[config.mk]
export PLATFORM = sky130hd
export DESIGN_NAME = iso7816_sniffer
export DESIGN_NICKNAME = d
export VERILOG_FILES = /design/src/rtl/sniff_pkg.sv /design/src/rtl/sniff_sync.sv /design/src/rtl/sniff_tick.sv /design/src/rtl/sniff_rst_watch.sv /design/src/rtl/sniff_char_rx.sv /design/src/rtl/iso7816_sniffer.sv
export SDC_FILE = /design/constraint.sdc
export NUM_CORES = 1
export LEC_CHECK = 0
export ABC_AREA = 1
export BUFFER_PORTS_ARGS = -buffer_cell sky130_fd_sc_hd__buf_2
export CORE_UTILIZATION = 48
export CTS_CLUSTER_SIZE = 16
export DETAILED_ROUTE_END_ITERATION = 10
export PLACE_DENSITY = 0.69
export SLEW_MARGIN = 10
export SYNTH_ARGS = -nofsm -noshare
export SYNTH_HDL_FRONTEND = slang
export SYNTH_SLANG_ARGS = --single-unit
[constraint.sdc]
create_clock -name clk -period 1.84 [get_ports clk]
set_input_delay 0.552 -clock clk [delete_from_list [all_inputs] [get_ports clk]]
set_output_delay 0.552 -clock clk [all_outputs]
set_load 0.01 [all_outputs]
[src/rtl/sniff_pkg.sv]
// Shared types for the passive smart-card sniffer.
// Assumes: nothing beyond the standard language.
package sniff_pkg;

    // Receiver sequence: disarmed, waiting for idle-high line, hunting for a start edge,
    // timing the start midpoint, sampling 9 bits, sampling the guard time.
    typedef enum logic [2:0] {
        RX_OFF    = 3'd0,
        RX_WAITHI = 3'd1,
        RX_HUNT   = 3'd2,
        RX_START  = 3'd3,
        RX_BITS   = 3'd4,
        RX_GUARD  = 3'd5
    } rx_state_e;

    // Number of bits sampled after the start bit (8 data + parity).
    localparam int FRAME_BITS = 9;

    // One received character as handed to the event stage.
    typedef struct packed {
        logic [7:0] data;
        logic       parity;
        logic       start_bit;
        logic       err_sig;
    } char_rec_t;

endpackage

[src/rtl/sniff_sync.sv]
// Multi-bit resynchroniser: every bit runs through its own chain of STAGES flops.
// Assumes: the bits are independent, so no cross-bit coherence is required.
module sniff_sync #(
    parameter int          WIDTH   = 3,
    parameter int          STAGES  = 2,
    parameter logic [WIDTH-1:0] RST_VAL = '0
) (
    input  logic             clk,
    input  logic             rst_n,
    input  logic [WIDTH-1:0] async_in,
    output logic [WIDTH-1:0] sync_out
);

    genvar gb;
    generate
        for (gb = 0; gb < WIDTH; gb++) begin : g_bit
            logic [STAGES-1:0] chain_q;

            // Shift the asynchronous level through the flop chain.
            always_ff @(posedge clk) begin
                if (!rst_n) begin
                    chain_q <= {STAGES{RST_VAL[gb]}};
                end else begin
                    chain_q <= {chain_q[STAGES-2:0], async_in[gb]};
                end
            end

            assign sync_out[gb] = chain_q[STAGES-1];
        end
    endgenerate

endmodule

[src/rtl/sniff_tick.sv]
// Rising-edge detector: one-cycle pulse when the synchronised card clock goes 0 -> 1.
// Assumes: the card clock is at most a quarter of the system clock rate.
module sniff_tick (
    input  logic clk,
    input  logic rst_n,
    input  logic level,
    output logic tick
);

    logic level_d;

    // Remember the previous level of the card clock.
    always_ff @(posedge clk) begin
        if (!rst_n) level_d <= 1'b0;
        else        level_d <= level;
    end

    assign tick = level & ~level_d;

endmodule

[src/rtl/sniff_rst_watch.sv]
// Reset-line watcher: flags every change of the synchronised card reset level.
// Assumes: the line is held low by the system reset state of the synchroniser.
module sniff_rst_watch (
    input  logic clk,
    input  logic rst_n,
    input  logic level,
    output logic change
);

    logic level_d;

    // Track the last seen reset-line level.
    always_ff @(posedge clk) begin
        if (!rst_n) level_d <= 1'b0;
        else        level_d <= level;
    end

    assign change = level ^ level_d;

endmodule

[src/rtl/sniff_char_rx.sv]
// Character receiver timed by card-clock ticks. Once the line is first seen low,
// it samples the start midpoint after `half` ticks, then 9 bits `full` ticks apart,
// then the guard time `one_half` ticks after the last bit. After that it waits for
// the line to be seen high before it re-arms.
// Assumes: `tick` is a single-cycle pulse per card-clock rising edge; etu inputs stable
// at start-bit detection.
module sniff_char_rx
    import sniff_pkg::*;
#(
    parameter int CNT_W = 12
) (
    input  logic             clk,
    input  logic             rst_n,
    input  logic             rst_level,
    input  logic             tick,
    input  logic             io,
    input  logic [CNT_W-1:0] half,
    input  logic [CNT_W-1:0] full,
    input  logic [CNT_W-1:0] one_half,
    output logic             char_done,
    output char_rec_t        char_rec,
    output logic             busy,
    output logic             samp_stb
);

    localparam int IDX_W = $clog2(FRAME_BITS);

    rx_state_e        state_q;
    logic [CNT_W-1:0] cnt_q;
    logic [CNT_W-1:0] full_q;
    logic [CNT_W-1:0] oh_q;
    logic [IDX_W-1:0] idx_q;
    logic [FRAME_BITS-1:0] shreg_q;
    logic             start_q;
    logic             err_q;
    logic             timing;

    // A sampling point is due when a timed state sees its final tick.
    always_comb begin
        timing   = (state_q == RX_START) || (state_q == RX_BITS) || (state_q == RX_GUARD);
        samp_stb = timing && tick && (cnt_q <= CNT_W'(1));
    end

    // Receiver sequencing, counting and bit capture.
    always_ff @(posedge clk) begin
        if (!rst_n) begin
            state_q   <= RX_OFF;
            cnt_q     <= '0;
            full_q    <= '0;
            oh_q      <= '0;
            idx_q     <= '0;
            shreg_q   <= '0;
            start_q   <= 1'b0;
            err_q     <= 1'b0;
            char_done <= 1'b0;
        end else if (!rst_level) begin
            state_q   <= RX_OFF;
            char_done <= 1'b0;
        end else begin
            char_done <= 1'b0;
            case (state_q)
                RX_OFF: begin
                    state_q <= RX_WAITHI;
                end
                RX_WAITHI: begin
                    if (tick && io) state_q <= RX_HUNT;
                end
                RX_HUNT: begin
                    if (tick && !io) begin
                        cnt_q   <= half;
                        full_q  <= full;
                        oh_q    <= one_half;
                        state_q <= RX_START;
                    end
                end
                RX_START: begin
                    if (samp_stb) begin
                        start_q <= io;
                        cnt_q   <= full_q;
                        idx_q   <= '0;
                        state_q <= RX_BITS;
                    end else if (tick) begin
                        cnt_q <= cnt_q - CNT_W'(1);
                    end
                end
                RX_BITS: begin
                    if (samp_stb) begin
                        shreg_q <= {io, shreg_q[FRAME_BITS-1:1]};
                        if (idx_q == IDX_W'(FRAME_BITS - 1)) begin
                            cnt_q   <= oh_q;
                            state_q <= RX_GUARD;
                        end else begin
                            idx_q <= idx_q + IDX_W'(1);
                            cnt_q <= full_q;
                        end
                    end else if (tick) begin
                        cnt_q <= cnt_q - CNT_W'(1);
                    end
                end
                RX_GUARD: begin
                    if (samp_stb) begin
                        err_q     <= ~io;
                        char_done <= 1'b1;
                        state_q   <= RX_WAITHI;
                    end else if (tick) begin
                        cnt_q <= cnt_q - CNT_W'(1);
                    end
                end
                default: state_q <= RX_OFF;
            endcase
        end
    end

    assign busy               = (state_q != RX_OFF);
    assign char_rec.data      = shreg_q[7:0];
    assign char_rec.parity    = shreg_q[8];
    assign char_rec.start_bit = start_q;
    assign char_rec.err_sig   = err_q;

endmodule

[src/rtl/iso7816_sniffer.sv]
// Passive sniffer top: resynchronises the card reset, clock and data lines, times
// characters on card-clock edges and merges character and reset-change events into
// one registered event port. Reset-line events win over characters in the same cycle.
// Assumes: the card clock is slow against clk (at least 4 system cycles per period).
module iso7816_sniffer
    import sniff_pkg::*;
#(
    parameter int CNT_W       = 12,
    parameter int SYNC_STAGES = 2
) (
    input  logic             clk,
    input  logic             rst_n,
    input  logic             sim_rst_in,
    input  logic             sim_clk_in,
    input  logic             sim_io_in,
    input  logic [CNT_W-1:0] etu_half,
    input  logic [CNT_W-1:0] etu_full,
    input  logic [CNT_W-1:0] etu_one_half,
    output logic             evt_valid,
    output logic             evt_kind,
    output logic             evt_rst_level,
    output logic [7:0]       evt_data,
    output logic             evt_parity,
    output logic             evt_start_bit,
    output logic             evt_err_sig
);

    localparam int LINES = 3;
    // Bit order inside the synchronised vector: {io, clk, rst}; io idles high.
    localparam logic [LINES-1:0] LINE_RST_VAL = 3'b100;

    logic [LINES-1:0] lines_s;
    logic             rst_s;
    logic             clk_s;
    logic             io_s;
    logic             clk_tick;
    logic             rst_chg;
    logic             char_done;
    char_rec_t        char_rec;
    logic             rx_busy;
    logic             samp_stb;

    sniff_sync #(
        .WIDTH   (LINES),
        .STAGES  (SYNC_STAGES),
        .RST_VAL (LINE_RST_VAL)
    ) u_sync (
        .clk      (clk),
        .rst_n    (rst_n),
        .async_in ({sim_io_in, sim_clk_in, sim_rst_in}),
        .sync_out (lines_s)
    );

    assign rst_s = lines_s[0];
    assign clk_s = lines_s[1];
    assign io_s  = lines_s[2];

    sniff_tick u_tick (
        .clk   (clk),
        .rst_n (rst_n),
        .level (clk_s),
        .tick  (clk_tick)
    );

    sniff_rst_watch u_rstw (
        .clk    (clk),
        .rst_n  (rst_n),
        .level  (rst_s),
        .change (rst_chg)
    );

    sniff_char_rx #(
        .CNT_W (CNT_W)
    ) u_rx (
        .clk       (clk),
        .rst_n     (rst_n),
        .rst_level (rst_s),
        .tick      (clk_tick),
        .io        (io_s),
        .half      (etu_half),
        .full      (etu_full),
        .one_half  (etu_one_half),
        .char_done (char_done),
        .char_rec  (char_rec),
        .busy      (rx_busy),
        .samp_stb  (samp_stb)
    );

    // Register the outgoing event, giving reset-line changes priority.
    always_ff @(posedge clk) begin
        if (!rst_n) begin
            evt_valid     <= 1'b0;
            evt_kind      <= 1'b0;
            evt_rst_level <= 1'b0;
            evt_data      <= '0;
            evt_parity    <= 1'b0;
            evt_start_bit <= 1'b0;
            evt_err_sig   <= 1'b0;
        end else if (rst_chg) begin
            evt_valid     <= 1'b1;
            evt_kind      <= 1'b1;
            evt_rst_level <= rst_s;
            evt_data      <= '0;
            evt_parity    <= 1'b0;
            evt_start_bit <= 1'b0;
            evt_err_sig   <= 1'b0;
        end else if (char_done) begin
            evt_valid     <= 1'b1;
            evt_kind      <= 1'b0;
            evt_rst_level <= 1'b1;
            evt_data      <= char_rec.data;
            evt_parity    <= char_rec.parity;
            evt_start_bit <= char_rec.start_bit;
            evt_err_sig   <= char_rec.err_sig;
        end else begin
            evt_valid     <= 1'b0;
        end
    end

endmodule

==> out/results.env <==
R2R_SETUP_SLACK_PS=90
NUMBER_OF_CLOCK_BUFFERS_INSERTED_BY_TRITONCTS=9
TIMING.MAX_SLEW.REL_SLACK=0.770
YOSYSTOPAREACELL='sky130_fd_sc_hd__dfxtp_1'
REG2REG_FROM='u_rx.cnt_q[1]$_SDFFE_PN0P_'
WORST_PATH_LARGEST_CELL_DELAY_PS=350
FINAL_COMMON_CELL='sky130_fd_sc_hd__nand2_1'
NETSWITCHINGPOWER_mW=0.740
WL_UM=9270
CLKLATENCYLATEPIN_PS=350
OVERFLOW_AFTER_GRT=0
CRITICAL_PATH_REQUIRED_PS=2090
GRT_UTIL_ALL_LAYERS=0.224
HOLDBUFCOUNTCTS=0
PLACE.DETAILED.INSTANCES=699
TIMING.CLOCK.SKEW_PS=11.0
DRT-INITIAL-DRC-COUNT=217
ACHIEVABLE-FREQUENCY_GHz=0.570
POST-DP-HPWL_UM=6340
SETUP_VIOL_COUNT_FINAL=0
FINAL_CORE_UTILIZATION=0.611
FP.COREAREA_UM2=7370
FP.DIEAREA_UM2=8070
DRT_PRE_ANTENNA_ITERS=5
DETAILROUTE.VIA_COUNT=3683
SYNTH_NETS=602
DESIGN.FINAL.NETS=668
FINALHOLDVIOLATIONS=0
POST-ROUTE-DRC-COUNT=0
POSTSYNTHREGISTERBITS=77
FINAL_CELL_MIX='sky130_fd_sc_hd__nand2_1, sky130_fd_sc_hd__nor2_1, sky130_fd_sc_hd__dfxtp_1, sky130_fd_sc_hd__buf_2, sky130_fd_sc_hd__a21oi_1'
DIODES=0
CP_CELL_SEQUENCE='inv_2 > ha_1 > inv_1 > nand2_1 > nand2_1 > nor2_1 > nand3_2 > nand2_4 > nand3_1 > o21ai_1 > nor2_1'
WORST_PIN_SLEW_PS=344
INITIAL_ANTENNA_VIOLATION_COUNT=0
PLACEMENTROWS=31
END_KIND='register'
CRITICAL_PATH_BUF_INV_COUNT=2
IO_BUFFER_COUNT=54
GRT_FIRST_PASS_WIRELENGTH_UM=14600
GLOBALPLACE.CONGESTION=0.883
CLK_TRANSITION_REPORTED_PATHS_PS=80
CRIT_PATH_KIND='register to register'
SYNTH_SEQ_AREA_SHARE=0.416
POWER.DENSITY_nW_PER_UM2=711
PATH_DELAY_FAMILY='simple AND/OR/NAND/NOR gates'
FINAL_ANTENNA_NET_COUNT=0
WORST_PATH_MAX_DELAY_CELL='sky130_fd_sc_hd__dfxtp_2'
SYNTH.AVG_CELL_AREA_UM2=6.66
RUN_STATUS='finished, final reports clean'
FLOORPLAN.IO_PINS=55
CRIT_FANOUT=6
ARRIVAL_PS=2010
SYN-INSTANCE-COUNT=556
SETUP_TNS_PS=0
CTS_ROOT_BUFFER='sky130_fd_sc_hd__clkbuf_8'
AVGVIACOUNTPERCELL=5.07
FLOORPLAN.INITIALDENSITY=0.502
CLOCK_TREE.HTREE_LEVEL_COUNT=3
VDD_DROP_MAX_V=0.000587
FINAL_CELLS=726
FINALMAXSLEWVIOLATIONS=0
CRITICAL_PATH.STARTPOINT='u_rx.cnt_q[1]$_SDFFE_PN0P_'
SYNTH.AREA.TOP_CELLS='sky130_fd_sc_hd__dfxtp_1, sky130_fd_sc_hd__nand2_1, sky130_fd_sc_hd__nor2_1'
PROPORTION_OF_LAYOUT_CELLS_WITH_A_DRIVE_SUFFIX_ABOVE_1=0.207
POST-SYNTH-TOP-AREA-FRACTION=0.416
TIMING.HOLD.WORST.CLASS='input pin to register'
CRIT_END='u_rx.idx_q[1]$_SDFFE_PN0P_'
FINALCRITICALPERIOD_PS=1750
SYNTHTOLAYOUTAREAGROWTH_PCT=21.7
CRIT_CELLS=11
CLOCK_TREE_FROM_TRITONCTS='yes'
PERIOD_SHARE=0.954
R2R-END='u_rx.idx_q[1]$_SDFFE_PN0P_'
SYN_AREA_UM2=3700
CELLINTERNALPOWER_mW=2.46
CLOCK_SINKS=77
DIE_HEIGHT_UM=89.8
AVGROUTEDWIREPERCELL_UM=12.8
GRT_PASS1_VIAS=3298
NETSWITCHINGFRACTION=0.231
CLOCK_TREE.BUFFER_DEPTH=2
DRV_CAP=0
SYNTH.DISTINCT_CELLS=29
P_SEQ_FRAC=0.526
GRT_START_MAX_NET_PINS=38
CELLS_ON_WORST_REG2REG_PATH=11
P_CLK_FRAC=0.421
YOSYS_WARNING_COUNT=0
DIE_WIDTH_UM=89.8
POWER_FRAC_COMB=0.053
TOTAL_LEAKAGE_POWER_nW=1.97
CP-START-KIND='register'
[cells by family after synthesis]
group	after synthesis	synth area share
simple gates	299	0.336
compound gates	98	0.136
flops	77	0.416
buf+inv	71	0.0811
xor+xnor	6	0.0142
fa+ha+maj	5	0.0169
[per-stage QoR]
step                instance area [µm²]  worst slack, ps  power, mW  hold slack [ps]
floorplan                          3700              242       1.81              390
global placement                   4090          -0.0576       1.88              395
detailed placement                 4090            -56.0       1.89              402
CTS                                4310             7.10       3.22              375
global route                       4500            -11.8       3.33              371
finish                             4500             85.2       3.20              386
[layout make-up]
class	count	area (µm²)
sequential	77	1550
clock buffer	12	155
fill	711	2870
multi-input combinational	411	1990
clock inverter	4	55.1
tap	99	124
inverter	47	179
timing repair buffer	76	460
[sequential cells by signal, summed over array words and instances (netlist names), 3 cells and up]
signal                cells
u_rx.cnt_q               12
u_rx.full_q              12
u_rx.oh_q                12
u_rx.shreg_q              9
evt_data                  8
u_sync.g_bit.chain_q      6
u_rx.idx_q                4
u_rx.state_q              3
[worst min-delay path by stage]
stage | startpoint | endpoint | slack (ps) | cells after the start
2_1_floorplan | u_sync.g_bit[0].chain_q[0]$_SDFF_PN0_ | u_sync.g_bit[0].chain_q[1]$_SDFF_PN0_ | 390 | 2
3_3_place_gp | u_sync.g_bit[2].chain_q[0]$_SDFF_PN1_ | u_sync.g_bit[2].chain_q[1]$_SDFF_PN1_ | 400 | 1
3_5_place_dp | u_sync.g_bit[0].chain_q[0]$_SDFF_PN0_ | u_sync.g_bit[0].chain_q[1]$_SDFF_PN0_ | 400 | 2
4_1_cts | sim_rst_in | u_sync.g_bit[0].chain_q[0]$_SDFF_PN0_ | 370 | 3
5_1_grt | sim_rst_in | u_sync.g_bit[0].chain_q[0]$_SDFF_PN0_ | 370 | 3
6_report | sim_rst_in | u_sync.g_bit[0].chain_q[0]$_SDFF_PN0_ | 390 | 3
[worst min-delay path, cell delays in order]
cell and delay [ps]:
sky130_fd_sc_hd__buf_2 70, sky130_fd_sc_hd__nand2_1 40, sky130_fd_sc_hd__inv_1 40
[synthesized netlist by cell type]
library cell	number
sky130_fd_sc_hd__nand2_4	2
sky130_fd_sc_hd__inv_1	43
sky130_fd_sc_hd__nand3_1	25
sky130_fd_sc_hd__buf_4	1
sky130_fd_sc_hd__nand2_1	141
sky130_fd_sc_hd__inv_2	4
sky130_fd_sc_hd__o211ai_1	1
sky130_fd_sc_hd__a211oi_1	2
sky130_fd_sc_hd__nor2_1	107
sky130_fd_sc_hd__o21ai_1	1
sky130_fd_sc_hd__nand4_1	8
sky130_fd_sc_hd__nand2_2	4
sky130_fd_sc_hd__or2_2	2
sky130_fd_sc_hd__buf_6	3
sky130_fd_sc_hd__nor3_1	3
sky130_fd_sc_hd__clkbuf_1	14
sky130_fd_sc_hd__ha_1	5
sky130_fd_sc_hd__nor2_4	1
sky130_fd_sc_hd__nand3b_1	1
sky130_fd_sc_hd__buf_2	6
sky130_fd_sc_hd__a21oi_1	48
sky130_fd_sc_hd__o21ai_0	45
sky130_fd_sc_hd__xor2_1	5
sky130_fd_sc_hd__nor3_2	1
sky130_fd_sc_hd__nand3_2	2
sky130_fd_sc_hd__xnor2_1	1
sky130_fd_sc_hd__o21ai_2	1
sky130_fd_sc_hd__nor2_2	2
sky130_fd_sc_hd__dfxtp_1	77
[metal layers]
layer  vias up  wire length [µm]  GRT usage
met1      1627              3980      0.264
met3        22               646     0.0533
li1       1900                 -          -
met5         -                 0          0
met2       134              4440      0.397
met4         0               193     0.0724
[timing repair]
action / in CTS / in global routing
pin swaps: 0 / 10
resized for setup: 2 / 34
cloned: 0 / 3
buffers inserted: 0 / 8
endpoints found under the setup margin: 14 / 28
[power groups by stage]
stage | Clock [mW] | Sequential [mW] | Combinational (mW)
after floorplan | 0 | 1.72 | 0.0881
after global placement | 0 | 1.72 | 0.161
after detailed placement | 0 | 1.72 | 0.163
after CTS | 1.37 | 1.68 | 0.164
after global routing | 1.45 | 1.69 | 0.192
final | 1.35 | 1.68 | 0.169
Note: power is estimated with default switching activity, not from simulation.
